==> src/rtl/jtest_gen.sv <==
module jtest_gen #(
  parameter int W      = 24,
  parameter int GROUPS = 24
) (
  input  logic         clk,
  input  logic         rst,
  input  logic         strobe_i,
  input  logic         silence_i,
  output logic         valid_o,
  output logic [W-1:0] left_o,
  output logic [W-1:0] right_o
);
  localparam int GW = $clog2(GROUPS);
  localparam logic [W-1:0] HI_WORD = {2'b11, {(W-2){1'b0}}};
  localparam logic [W-1:0] LO_WORD = {2'b01, {(W-2){1'b0}}};

  logic [1:0]    phase_q;
  logic [GW-1:0] group_q;
  logic          half_q;
  logic          valid_q;
  logic [W-1:0]  sample_q;

  wire           last_group = (group_q == GW'(GROUPS - 1));
  wire [W-1:0]   base_word  = phase_q[1] ? LO_WORD : HI_WORD;
  wire [W-1:0]   pat_word   = base_word - {{(W-1){1'b0}}, half_q};

  always_ff @(posedge clk) begin
    if (rst) begin
      phase_q  <= '0;
      group_q  <= '0;
      half_q   <= 1'b0;
      valid_q  <= 1'b0;
      sample_q <= '0;
    end else begin
      valid_q <= strobe_i;
      if (strobe_i) begin
        sample_q <= silence_i ? '0 : pat_word;
        phase_q  <= phase_q + 2'd1;
        if (phase_q == 2'd3) begin
          if (last_group) begin
            group_q <= '0;
            half_q  <= ~half_q;
          end else begin
            group_q <= group_q + GW'(1);
          end
        end
      end
    end
  end

  assign valid_o = valid_q;
  assign left_o  = sample_q;
  assign right_o = sample_q;
endmodule

==> config.mk <==
export PLATFORM = sky130hd
export DESIGN_NAME = jtest_gen
export DESIGN_NICKNAME = d
export VERILOG_FILES = /design/src/rtl/jtest_gen.sv
export SDC_FILE = /design/constraint.sdc
export NUM_CORES = 1
export LEC_CHECK = 0
export BUFFER_PORTS_ARGS = -buffer_cell sky130_fd_sc_hd__buf_4
export CAP_MARGIN = 20
export CORE_ASPECT_RATIO = 1.2
export CORE_MARGIN = 4
export CORE_UTILIZATION = 41
export DETAILED_ROUTE_END_ITERATION = 6
export PLACE_DENSITY = 0.76
export SETUP_SLACK_MARGIN = 0.15
export SYNTH_ARGS = -nofsm -noshare
export SYNTH_HDL_FRONTEND = slang
export SYNTH_SLANG_ARGS = --single-unit
==> constraint.sdc <==
create_clock -name clk -period 1.9 [get_ports clk]
set_clock_uncertainty 0.2 [all_clocks]
set_input_delay 0.095 -clock clk [delete_from_list [all_inputs] [get_ports clk]]
set_output_delay 0.095 -clock clk [all_outputs]
set_load 0.02 [all_outputs]
==> results.md <==
- The signal on the critical path passes through ha_2, nand2_2, or4_1, a21oi_1.
- The congestion estimate from routability-driven global placement came to 0.7411.
- The final number of hold-violating endpoints is 0.
- Detailed placement ended at an HPWL of 1172 um.
- Static timing analysis puts the maximum clock frequency at 0.6368 GHz.
- The clock passes through at most 2 buffers.
- The reg-to-reg critical path startpoint is phase_q[0]$_SDFFE_PP0P_.
- The post-CTS repair timing setup buffer count is 0.
- The finished cells cover 979.7 um^2.
- The most critical setup path has its startpoint at phase_q[0]$_SDFFE_PP0P_.
- Clock-pin slew was measured on the worst setup and hold paths at 0.08 ns.
- The mean instance size in the synthesized netlist is 8.529 um^2.
- The number of antenna repair diodes is 0.
- The worst hold path cell count is 2.
- The library cell used as clock root buffer is clkbuf_4.
- The critical path contains buffers and inverters numbering 0 combined.
- The final setup violation count is 0.
- The I/O pin total is 53.
- The width of the chip is 49.22 um.
- The wire length per cell is 11.60 um.
- The initialized floorplan defines 17 standard-cell rows.
- The number of vias in the routed layout is 603.
- The worst path required time is 1.92 ns.
- After detailed routing, the total wire length is 1508 um.
- The number of antenna violations at the first check in global routing is 0.
- In this run the most critical hold path is launched from left_o[21]$_SDFFE_PP0P_.
- Summing all multi-input logic gate instances after layout gives 251.5 um^2.
- The critical path arrival is 1.59 ns.
- For this configuration, the core starts out at a cell density of 44.15%.
- The net count of the finished layout is 118.
- The post-synthesis net count is 104.
- The number of cells on the worst reg-to-reg path is 4.
- For hold timing, the worst endpoint is left_o[21]$_SDFFE_PP0P_.
- The area growth from synthesis to layout is 17.22%.
- The slowest stage of the critical path is the or4_1 cell.
- The portion of the post-synthesis area used by sequential elements is 28.74%.
- Across every metal layer, demand over resource in global routing totals 11.36%.
- The first detailed-routing pass ran for 5 iterations.
- In this run the worst hold path is classified as register to register.
- Along the worst path, the maximum fanout reaches 7.
- At the later pin of the worst-skew pair, clock insertion delay measures 0.28 ns.
- The kind of end point of the critical path is a register.
- The number of distinct library cells after synthesis is 23.
- After global routing the overflow that remains totals 0.
- During synthesis, Yosys emitted a total of 0 warnings.
- The region available for standard cell placement spans 1893 um^2.
- After synthesis, the cell types taking the most area are buf_4, dfxtp_1, mux2i_1.
- The transition at the pin with the smallest max-transition slack is 0.3548 ns.
- The ratio of cells with drive above 1 in the final layout is 54.95%.
- From bottom edge to top edge, the die measures 57.46 um.
- The number of CTS-inserted buffers is 3.
- Summing all placed instances gives a cell area of 910.9 um^2.
- The number of global-route vias before repair came to 520.
- The count of nets left with antenna violations once routing finished came out at 0.
- Setup repair after global routing left no endpoint under its margin.
- The first global-routing pass estimated 2490 um of wire.
- The worst IR drop on VDD is 0.3770 mV.
- The clock net in this run drives a total of 12 sinks.
- Summed over all instances, the cell type with the most area after synthesis is buf_4.
- Registers take 240.2 um^2.
- In this run the number of H-tree levels came out at 1.
- The count of buffers added on input and output ports is 52.
- The area enclosed by the die boundary is 2828 um^2.
- The total count of max-transition violations in the final report is 0.
- The number of max-cap violations is 0.
- Setup total negative slack on the finished layout was measured at 0 ns.
- In this run, synthesis produced a sequential element count of 12.
- The minimum clock period is 1.570 ns.
- The flow ran to the end, and the final reports show no timing, DRC or antenna violations.
- After filler insertion, the fill cell instance count of the layout stands at 183.
- For this design the static power due to leakage is 0.5111 nW.
- The biggest cell delay along the critical path is 0.50 ns.
- The kind of start point of the critical path is a register.
- After technology mapping, the gate count stands at 98.
- The critical path in this run is classified as register to register.
- TritonCTS built the clock tree.
- The first-iteration detailed-routing DRC count is 8.
- The top-area cell type share of the netlist area is 40.42%.
- The pin count of the biggest net entering global routing is 45.
- The total power is 0.5296 mW.
- The gate family responsible for the most delay along the worst path is simple AND/OR/NAND/NOR gates.
- After synthesis the cells add up to 835.8 um^2.
- In the finished design, the share of the clock period the worst path needs comes to 82.65%.
- The routed via count divided by cell count is 4.638.
- The worst relative slew slack is 76.35%.
- The power per cell area is 540.6 nW/um^2.
- In the routed design, unresolved DRC markers number 0.
- The worst register-to-register path has a setup slack of 0.33 ns.
- The reg-to-reg endpoint is group_q[3]$_SDFFE_PP0P_.
[flip-flops by register name (all words and copies together), names as in the netlist]
signal,count
half_q,1
phase_q,2
group_q,5
left_o,3
valid_o,1
[kinds of logic (layout without fill, tap and decap cells)]
| logic type | Yosys count | in the layout | share of synthesized area (%) |
|---|---|---|---|
| flops | 12 | 12 | 28.74 |
| xor+xnor | 2 | 2 | 2.096 |
| mux | 4 | 4 | 4.791 |
| buf+inv | 47 | 60 | 41.47 |
| simple gates | 24 | 24 | 15.72 |
| fa+ha+maj | 2 | 2 | 2.994 |
| compound gates | 7 | 7 | 4.191 |
[cell usage after synthesis]
cell type / number
a21oi_1: 5
and3_2: 1
buf_2: 1
buf_4: 45
clkbuf_1: 1
dfxtp_1: 12
ha_1: 2
mux2i_1: 4
nand2_1: 2
nand2_2: 1
nand2b_1: 1
nand3_1: 2
nand3b_1: 1
nand4_1: 2
nand4b_1: 1
nor2_1: 8
nor2b_1: 2
o21ai_0: 2
or3_1: 1
or3b_2: 1
or4_1: 1
xnor2_1: 1
xor2_1: 1
[layout by cell type, fill, tap and decap left out]
cell           count
nand2_1            2
mux2i_1            4
or3_1              1
a21oi_1            5
xor2_1             1
ha_2               1
nand4_1            2
nand4b_1           1
nor2_1             8
o21ai_0            2
ha_1               1
or4_1              1
dfxtp_1           12
dlygate4sd3_1      3
nand3_1            2
or3b_2             1
nand2_2            1
and3_2             1
nand3b_1           1
nor2b_1            2
xnor2_1            1
nand2b_1           1
clkbuf_8           1
buf_4             53
clkbuf_4           3
[through the flow]
step                      util (%)  hold WS (ns)  cells  setup WS, ns
final                        51.75        0.2822    130        0.3297
after global routing         51.75        0.2996    130        0.1771
after CTS                    51.62        0.2852    130        0.3069
after detailed placement     48.12        0.1664    123        0.3311
after global placement       48.12        0.1634    123        0.3666
after floorplan                  -      -0.03593     98        0.2008
[power by group]
part	switching [mW]	internal [mW]	leakage, nW
combinational	0.0274	0.0273	0.392
clock	0.0921	0.117	0.0210
sequential	0.00622	0.260	0.0977
total	0.126	0.404	0.511
[worst max path at each step]
stage | to | slack, ns | cells after the start
6_report | group_q[3]$_SDFFE_PP0P_ | 0.33 | 4
5_1_grt | group_q[3]$_SDFFE_PP0P_ | 0.18 | 4
4_1_cts | group_q[3]$_SDFFE_PP0P_ | 0.31 | 4
3_5_place_dp | group_q[3]$_SDFFE_PP0P_ | 0.33 | 4
3_3_place_gp | group_q[3]$_SDFFE_PP0P_ | 0.37 | 4
2_1_floorplan | left_o[10] | 0.20 | 1
[repair_timing]
action                                 4_1_cts  5_1_grt
setup endpoints to repair                    0        1
gates resized for setup                      0        1
endpoints found under the hold margin       12        0
hold buffers                                 3        0
[cell type report]
class / count / area share [%]
multi-input combinational: 39 / 25.67
timing repair buffer: 56 / 43.68
tap: 19 / 2.427
sequential: 12 / 24.52
clock buffer: 4 / 3.704
[per-layer routing]
layer,vias up,routed length [um],global-route usage (%)
met5,-,0,0
met4,0,35,7.317
met3,3,250,6.266
met2,43,669,17.82
met1,256,552,11.65
li1,301,-,-
[worst register-to-register path, stage by stage (launching register included)]
cell and delay [ns]:
dfxtp_1 0.36, ha_2 0.22, nand2_2 0.10, or4_1 0.50, a21oi_1 0.12
Power figures use the tool's default switching activity.
